**src/rtl/sw_arb_pkg.sv**
```systemverilog
package sw_arb_pkg;
    function automatic int safe_clog2(input int v);
        return (v > 1) ? $clog2(v) : 1;
    endfunction
endpackage

```
**src/rtl/sw_arb_req_dec.sv**
```systemverilog
module sw_arb_req_dec #(
    parameter int N_IN   = 4,
    parameter int N_OUT  = 4,
    parameter int DEST_W = 2
) (
    input  logic [N_IN-1:0]        valid_i,
    input  logic [N_IN*DEST_W-1:0] dest_i,
    output logic [N_IN-1:0]        mask_o [N_OUT]
);
    for (genvar o = 0; o < N_OUT; o++) begin : g_out
        always_comb begin
            for (int i = 0; i < N_IN; i++) begin
                mask_o[o][i] = valid_i[i] &&
                    (int'(dest_i[i*DEST_W +: DEST_W]) == o);
            end
        end
    end
endmodule

```
**src/rtl/sw_arb_sel.sv**
```systemverilog
module sw_arb_sel #(
    parameter int N_IN   = 4,
    parameter int L_ACC  = 2,
    parameter int PTR_W  = 2,
    parameter int LANE_W = 1,
    parameter int CNT_W  = 2
) (
    input  logic [N_IN-1:0]        req_i,
    input  logic [PTR_W-1:0]       ptr_i,
    output logic [N_IN-1:0]        grant_o,
    output logic [N_IN*LANE_W-1:0] lane_o,
    output logic [CNT_W-1:0]       cnt_o,
    output logic [PTR_W-1:0]       ptr_o,
    output logic                   any_o
);
    always_comb begin
        int taken;
        int last;
        int idx;
        grant_o = '0;
        lane_o  = '0;
        taken   = 0;
        last    = 0;
        for (int k = 0; k < N_IN; k++) begin
            idx = int'(ptr_i) + k;
            if (idx >= N_IN) idx = idx - N_IN;
            if (req_i[idx] && taken < L_ACC) begin
                grant_o[idx] = 1'b1;
                lane_o[idx*LANE_W +: LANE_W] = LANE_W'(taken);
                taken = taken + 1;
                last  = idx;
            end
        end
        any_o = (taken != 0);
        cnt_o = CNT_W'(taken);
        if (taken != 0)
            ptr_o = (last + 1 >= N_IN) ? '0 : PTR_W'(last + 1);
        else
            ptr_o = ptr_i;
    end
endmodule

```
**src/rtl/sw_arb_top.sv**
```systemverilog
module sw_arb_top
    import sw_arb_pkg::*;
#(
    parameter int N_IN   = 4,
    parameter int N_OUT  = 4,
    parameter int L_ACC  = 2,
    parameter int DEST_W = safe_clog2(N_OUT),
    parameter int LANE_W = safe_clog2(L_ACC),
    parameter int CNT_W  = $clog2(L_ACC + 1)
) (
    input  logic                   clk,
    input  logic                   rst_n,
    input  logic                   slot_i,
    input  logic [N_IN-1:0]        req_valid_i,
    input  logic [N_IN*DEST_W-1:0] req_dest_i,
    output logic [N_IN-1:0]        grant_o,
    output logic [N_IN*LANE_W-1:0] lane_o,
    output logic [N_OUT*CNT_W-1:0] accept_cnt_o
);
    localparam int PTR_W = safe_clog2(N_IN);

    typedef struct packed {
        logic [N_IN-1:0]        grant;
        logic [N_IN*LANE_W-1:0] lane;
        logic [N_OUT*CNT_W-1:0] cnt;
        logic [N_OUT*PTR_W-1:0] ptr;
    } state_t;

    state_t st_d, st_q;

    logic [N_IN-1:0]        mask   [N_OUT];
    logic [N_IN-1:0]        s_gnt  [N_OUT];
    logic [N_IN*LANE_W-1:0] s_lane [N_OUT];
    logic [CNT_W-1:0]       s_cnt  [N_OUT];
    logic [PTR_W-1:0]       s_ptr  [N_OUT];
    logic [N_OUT-1:0]       s_any;

    sw_arb_req_dec #(.N_IN(N_IN), .N_OUT(N_OUT), .DEST_W(DEST_W)) u_dec (
        .valid_i (req_valid_i),
        .dest_i  (req_dest_i),
        .mask_o  (mask)
    );

    for (genvar o = 0; o < N_OUT; o++) begin : g_sel
        sw_arb_sel #(
            .N_IN(N_IN), .L_ACC(L_ACC), .PTR_W(PTR_W),
            .LANE_W(LANE_W), .CNT_W(CNT_W)
        ) u_sel (
            .req_i   (mask[o]),
            .ptr_i   (st_q.ptr[o*PTR_W +: PTR_W]),
            .grant_o (s_gnt[o]),
            .lane_o  (s_lane[o]),
            .cnt_o   (s_cnt[o]),
            .ptr_o   (s_ptr[o]),
            .any_o   (s_any[o])
        );
    end

    always_comb begin
        st_d       = st_q;
        st_d.grant = '0;
        st_d.lane  = '0;
        st_d.cnt   = '0;
        if (slot_i) begin
            for (int o = 0; o < N_OUT; o++) begin
                st_d.grant = st_d.grant | s_gnt[o];
                st_d.lane  = st_d.lane  | s_lane[o];
                st_d.cnt[o*CNT_W +: CNT_W] = s_cnt[o];
                if (s_any[o]) st_d.ptr[o*PTR_W +: PTR_W] = s_ptr[o];
            end
        end
    end

    always_ff @(posedge clk) begin
        if (!rst_n) st_q <= '0;
        else        st_q <= st_d;
    end

    assign grant_o      = st_q.grant;
    assign lane_o       = st_q.lane;
    assign accept_cnt_o = st_q.cnt;
endmodule

```
**config.mk**
```make
export PLATFORM = sky130hd
export DESIGN_NAME = sw_arb_top
export DESIGN_NICKNAME = d
export VERILOG_FILES = /design/src/rtl/sw_arb_pkg.sv /design/src/rtl/sw_arb_req_dec.sv /design/src/rtl/sw_arb_sel.sv /design/src/rtl/sw_arb_top.sv
export SDC_FILE = /design/constraint.sdc
export NUM_CORES = 1
export LEC_CHECK = 0
export BUFFER_PORTS_ARGS = -buffer_cell sky130_fd_sc_hd__buf_2
export CAP_MARGIN = 10
export CORE_ASPECT_RATIO = 0.75
export CORE_UTILIZATION = 35
export CTS_CLUSTER_SIZE = 10
export DETAILED_ROUTE_END_ITERATION = 7
export GPL_ROUTABILITY_DRIVEN = 0
export PLACE_DENSITY = 0.49
export SLEW_MARGIN = 40
export SYNTH_ARGS = -nofsm -noshare
export SYNTH_HDL_FRONTEND = slang
export SYNTH_SLANG_ARGS = --single-unit
```
**constraint.sdc**
```tcl
create_clock -name clk -period 8.3 [get_ports clk]
set_clock_uncertainty 0.2 [all_clocks]
set_input_delay 1.66 -clock clk [delete_from_list [all_inputs] [get_ports clk]]
set_output_delay 1.66 -clock clk [all_outputs]
set_load 0.02 [all_outputs]
```
Word level (Yosys, flattened, before mapping)
Index checks and enable logic that the tools add are counted.
Storage, ports and cells
  input port bits: 15
  register bits after elaboration: 24
  output and inout port bits: 16
Operators by class
  $lt $le $gt $ge: 64
  reductions and logical operators: 57
  equal/unequal tests: 12
  shift-type cells: 32
  muxes and demuxes: 176
  add/subtract/negate cells: 60
  bitwise operators: 22
Operator list (number)
  32-bit two-way mux: 44
  32-bit negation with 33-bit output: 16
  1-bit by 33-bit variable shift with 4-bit output (first input constant): 16
  32-bit by 1-bit greater-or-equal comparator with 1-bit output (second input constant): 16
  32-bit by 4-bit greater-or-equal comparator with 1-bit output (second input constant): 16
  32-bit by 4-bit less-than comparator with 1-bit output (second input constant): 16
  1-bit by 33-bit variable part select with 4-bit output: 12
  32-bit by 2-bit adder with 32-bit output (second input constant): 12
  32-bit by 4-bit subtractor with 32-bit output (second input constant): 12
  32-bit by 3-bit less-than comparator with 1-bit output (second input constant): 8
  1-bit by 33-bit variable part select with 4-bit output (first input constant): 4
  4-bit two-way mux: 32
  32-bit nonzero test: 4
  4-bit bitwise OR: 18
  1-bit two-way mux: 52
  4-bit bitwise mux: 12
  1-bit logical AND: 44
  1-bit binary-select mux with 2-bit select: 16
  1-bit demux with 2-bit select: 16
  2-bit by 2-bit adder with 3-bit output (second input constant): 8
  4-bit bitwise AND: 4
  2-bit equality test (second input constant): 8
  2-bit by 3-bit subtractor with 4-bit output (second input constant): 4
  2-bit by 1-bit adder with 3-bit output (second input constant): 4
  other kinds (7): 29

Logic depth before layout (Yosys ltp)
  depth after elaboration: 18
  mapped depth: 26
  gate-level depth less buffers: 22

By module
From an unflattened synthesis, not the netlist that was laid out.
Second synthesis, totals
  cells, all modules: 602
  area, all modules: 4944.7 um^2
Modules (own cells, without submodules)
  sw_arb_sel: instances 4, area an instance 957.2 um^2, cells an instance 122, seq. area each 0.0 um^2
  sw_arb_top: instances 1, area an instance 965.9 um^2, cells an instance 98, seq. area each 480.5 um^2
  sw_arb_req_dec: instances 1, area an instance 150.1 um^2, cells an instance 16, seq. area each 0.0 um^2

Worst setup path after synthesis
Ideal clock, no wire load.
  path kind: input to register
  from: in req_dest_i[6]
  to: reg st_q[0] (netlist name)
  arrival: 6.047 ns
  stages on the path: 22
  setup slack: 1.958 ns
  data required time: 8.004 ns
  cell sequence: clkbuf_1 nor3b_2 a211o_1 nand2_2 clkinv_1 ha_1 nand2b_1 or4_4 o311ai_2 o21a_2 buf_6 buf_6 nor4_1 a31oi_1 ha_1 nand2_1 ha_1 or4b_2 nor3_1 o2111a_1 a211oi_1 o41ai_2
On the way
  word-level cells in the longest chain between the ends: 18
  elaborated cells between the ends (all ways): 36
  classes of those cells: add/sub (4); order compare (4); mux (21); reduce/logical (7)
RTL lines
  start, declared: RTL line sw_arb_top.sv:15  | input logic [N_IN*DEST_W-1:0] req_dest_i,
  2-bit zero test *: RTL line sw_arb_req_dec.sv:14  | (int'(dest_i[i*DEST_W +: DEST_W]) == o);
  1-bit logical AND *: RTL line sw_arb_req_dec.sv:13  | mask_o[o][i] = valid_i[i] &&
  1-bit binary-select mux with 2-bit select: RTL line sw_arb_sel.sv:27  | if (req_i[idx] && taken < L_ACC) begin
  1-bit two-way mux (implied by the code) (2 in a row): RTL line sw_arb_sel.sv:27
  1-bit two-way mux: RTL line sw_arb_sel.sv:27
  1-bit by 2-bit less-than comparator with 1-bit output: RTL line sw_arb_sel.sv:27
  1-bit logical AND: RTL line sw_arb_sel.sv:27
  32-bit two-way mux: RTL line sw_arb_sel.sv:27
  32-bit by 3-bit less-than comparator with 1-bit output: RTL line sw_arb_sel.sv:27
  1-bit logical AND: RTL line sw_arb_sel.sv:27
  32-bit two-way mux: RTL line sw_arb_sel.sv:27
  32-bit by 3-bit less-than comparator with 1-bit output: RTL line sw_arb_sel.sv:27
  1-bit logical AND: RTL line sw_arb_sel.sv:27
  32-bit two-way mux: RTL line sw_arb_sel.sv:27
  32-bit by 2-bit adder with 32-bit output: RTL line sw_arb_sel.sv:37  | ptr_o = (last + 1 >= N_IN) ? '0 : PTR_W'(last + 1);
  32-bit by 4-bit greater-or-equal comparator with 1-bit output: RTL line sw_arb_sel.sv:37
  2-bit two-way mux: RTL line sw_arb_sel.sv:37
  end signal, assigned: RTL line sw_arb_top.sv:76  | else st_q <= st_d;
  end, declared: RTL line sw_arb_top.sv:29  | state_t st_d, st_q;
Every way passes the cells marked *; elsewhere a longest branch is shown, timed or not. The select of a mux whose other input is x is not followed.
A chain may end at the register's enable or synchronous reset.

Worst setup path in the final report
  from: in req_valid_i[3]
  to: reg st_q[0] (netlist name)
On the way
  word-level cells in the longest chain between the ends: 17
  elaborated cells between the ends (all ways): 35
  classes of those cells: add/sub (4); order compare (4); mux (21); reduce/logical (6)
RTL lines
  start, declared: RTL line sw_arb_top.sv:14  | input logic [N_IN-1:0] req_valid_i,
  1-bit logical AND *: RTL line sw_arb_req_dec.sv:13
  1-bit binary-select mux with 2-bit select: RTL line sw_arb_sel.sv:27
  1-bit two-way mux (implied by the code) (2 in a row): RTL line sw_arb_sel.sv:27
  1-bit two-way mux: RTL line sw_arb_sel.sv:27
  1-bit by 2-bit less-than comparator with 1-bit output: RTL line sw_arb_sel.sv:27
  1-bit logical AND: RTL line sw_arb_sel.sv:27
  32-bit two-way mux: RTL line sw_arb_sel.sv:27
  32-bit by 3-bit less-than comparator with 1-bit output: RTL line sw_arb_sel.sv:27
  1-bit logical AND: RTL line sw_arb_sel.sv:27
  32-bit two-way mux: RTL line sw_arb_sel.sv:27
  32-bit by 3-bit less-than comparator with 1-bit output: RTL line sw_arb_sel.sv:27
  1-bit logical AND: RTL line sw_arb_sel.sv:27
  32-bit two-way mux: RTL line sw_arb_sel.sv:27
  32-bit by 2-bit adder with 32-bit output: RTL line sw_arb_sel.sv:37
  32-bit by 4-bit greater-or-equal comparator with 1-bit output: RTL line sw_arb_sel.sv:37
  2-bit two-way mux: RTL line sw_arb_sel.sv:37
Marked as above.

==> results.toml <==
[outcome]
status = "complete, but fails checks"
violations = "design-rule violations"

[finish]
diodes = 0
fin_nets = 810
drive_gt1_share_pct = 11.6
area_growth_pct = 5.91

[timing]
setup-tns-final_ns = 0
max_freq_mhz = 144
timing.final.ws_setup_ns = 1.37
min_period_ns = 6.93
finalCritPeriodShare_pct = 83.5
setup_violations = 0
rsz0062_at_grt = "no"
max_slew.worst_pin.slew_ns = 0.830
finalHoldViolCount = 0
worst_hold_slack_ns = 0.576
maxSlewHeadroom_pct = 44.5
drv_slew = 0

[floorplanning]
ios = 31
start_util_pct = 36.6
dieArea_sq_um = 16700
core_sq_um = 15500
fp.dieW_um = 149
rows = 39
die_y_um = 112

[pwr]
powerDensity_nw_per_um2 = 266
p_leak_nw = 2.30
vdd_ir_drop_max_uv = 151

[setup_path]
r2r_cells = 21
r2r-end = "st_q[0]$_SDFFE_PN0P_"
crit_chain = "buf_2, nor3b_2, a211o_1, nand2_2, clkinv_1, ha_1, nand2b_1, or4_4, o311ai_2, o21a_2, nor4_1, a31oi_1, ha_1, nand2_1, ha_1, or4b_2, nor3_1, o2111a_1, a211oi_1, o41ai_2"
cp_data_required_time_ns = 8.27
cpMostUsedCell = "ha_1"
cp.arrival_ns = 6.90
rrSetupSlack_ns = 1.38
crit_family = "simple AND/OR/NAND/NOR gates"
max_stage_delay_ns = 0.70
path_class = "in -> reg"
start_kind = "input pin"
cp_max_fo = 18
cp_num_buf_inv = 2
cp-end-kind = "register"
reg2reg_from = "st_q[1]$_SDFFE_PN0P_"
slowest_stage = "or4b_2"

[routing]
ant_nets = 0
drc = 41
num_vias = 6329
routedWlPerCell_um = 21.6
wirelength_um = 20000
drtPass1Iterations = 8
via_per_inst = 6.86
drt_iter0_drc = 616

[global_routing]
first_global_vias = 5793
gr-total-overflow = 0
antenna_found_initial = 0
grt_util_all_layers_pct = 23.7
grt_max_degree = 29
grt_pass1_wl_um = 31700

[clock_tree]
tritoncts = "done"
cts_hold_buf = 0
cts-root-buf = "clkbuf_16"
clkTransAtPathRegs_ns = 0.06
cts_sinks = 24
cts_setup_buffers = 0
cts.repair.resized = 0
clock_latency_ns = 0.28
htree_levels = 1
numCtsBuffers = 3
max-clock-path-buffers = 2

[logic_synthesis]
synth-seq-area-share_pct = 8.47
synth_seq_cells = 24
yosysUniqueCellTypes = 97
synth_commonest_cells = "ha_1, nand2_1, nand3_1"
synth.area.top_cells = "ha_1, dfxtp_1, nand2_1"
netlist_area_sq_um = 5680
ys.flop_type = "dfxtp_1"
post-synth-top-count-cell = "ha_1"
async_flop_share_pct = 0
synth-edff-count = 0
synth_warnings = 0
syn_inst = 723
synth.avg_cell_area_sq_um = 7.85
synth_top_cell_by_area = "ha_1"
synth_top_area_share_pct = 16.8
synth_nets = 814

[place]
pre_cts_ws_ns = 1.17
hpwl_um = 15400
portBuffers = 30

[worst_hold_path]
hold_path.class = "reg -> reg"
whs_path_depth = 3
holdPathEnd = "st_q[0]$_SDFFE_PN0P_"
hp-start = "st_q[0]$_SDFFE_PN0P_"

[run]
maxCapViolations = 0
-- report_power, final --
group | internal (mW) | switching, mW | leakage [nW]
logic | 0.445 | 0.835 | 2.05
registers | 0.142 | 0.0333 | 0.195
clock network | 0.0962 | 0.0490 | 0.0511
total | 0.684 | 0.917 | 2.30
-- worst max-delay path by stage --
stage                                 endpoint  slack, ns                  from  cells after the start
after detailed placement  st_q[0]$_SDFFE_PN0P_       1.17        req_valid_i[3]                     20
final                     st_q[0]$_SDFFE_PN0P_       1.37        req_valid_i[3]                     20
after global routing      st_q[0]$_SDFFE_PN0P_       1.02  st_q[1]$_SDFFE_PN0P_                     21
after CTS                 st_q[0]$_SDFFE_PN0P_       1.45        req_valid_i[3]                     20
after floorplan           st_q[0]$_SDFFE_PN0P_       1.96         req_dest_i[6]                     22
after global placement    st_q[0]$_SDFFE_PN0P_       1.21        req_valid_i[3]                     20
-- kinds of logic after synthesis --
logic type,after synthesis,synth area share (%)
AOI/OAI and AO/OA,215,30.5
and+or+nand+nor,307,31.8
buffers and inverters,79,6.26
xor gates and xnor gates,4,0.750
DFF,24,8.47
adders and majority gates,76,16.8
muxes,18,5.47
-- cells in the final DEF, fill, tap and decap left out, types with 6 or more instances in the layout --
master	synthesis	final
ha_1	76	76
mux4_2	10	10
and3b_1	9	9
nand3_1	42	42
inv_1	24	24
nand4_1	16	16
and4b_1	6	6
a221oi_1	6	6
a31oi_1	16	16
a21oi_1	31	30
a211o_1	7	7
a222oi_1	7	7
nand4b_1	9	9
o21ai_0	17	17
a211oi_1	11	11
nor2b_1	6	6
nor3b_1	8	8
nor4_1	12	12
a22o_1	7	7
dfxtp_1	24	24
nand2_1	69	69
o2111ai_1	10	10
nand3b_1	8	8
and2_1	8	8
mux2i_1	6	6
buf_2	14	30
and3_1	18	18
buf_4	3	6
o22ai_1	6	6
nor4b_1	6	6
a22oi_1	15	15
nor2_1	36	35
clkinv_1	9	9
nor3_1	17	17
-- sequential cells by signal, summed over array words and instances, names as in the netlist --
register      flops
grant_o           4
accept_cnt_o      8
st_q              8
lane_o            4
-- routing by layer --
metal	global-route usage (%)	vias to the layer above	wire length (um)
met5	0	-	0
met4	4.97	0	413
met3	4.96	52	2020
met2	36.3	368	8590
met1	34.0	3025	8960
li1	-	2884	-
-- through the flow --
stage	instance area, sq um	total power, mW	utilization (%)	cells
floorplan	5680	1.11	-	723
global placement	5900	1.41	38.0	919
detailed placement	5900	1.42	38.0	919
CTS	6010	1.57	38.7	923
global route	6010	1.72	38.7	923
finish	6010	1.60	38.7	923
-- tightest hold or removal path: stages, from the launching register on --
cell and delay, ns:
dfxtp_1 0.32, buf_4 0.23, nand3_1 0.12, o41ai_2 0.06
-- area by class of cell --
class / instances / area, sq um
multi-input combinational: 620 / 4850
clock inverter: 1 / 30.0
tap: 205 / 256
fill: 1620 / 9510
sequential: 24 / 480
clock buffer: 3 / 75.1
timing repair buffer: 36 / 195
inverter: 34 / 128
No activity file was read; power rests on OpenSTA's default activity.
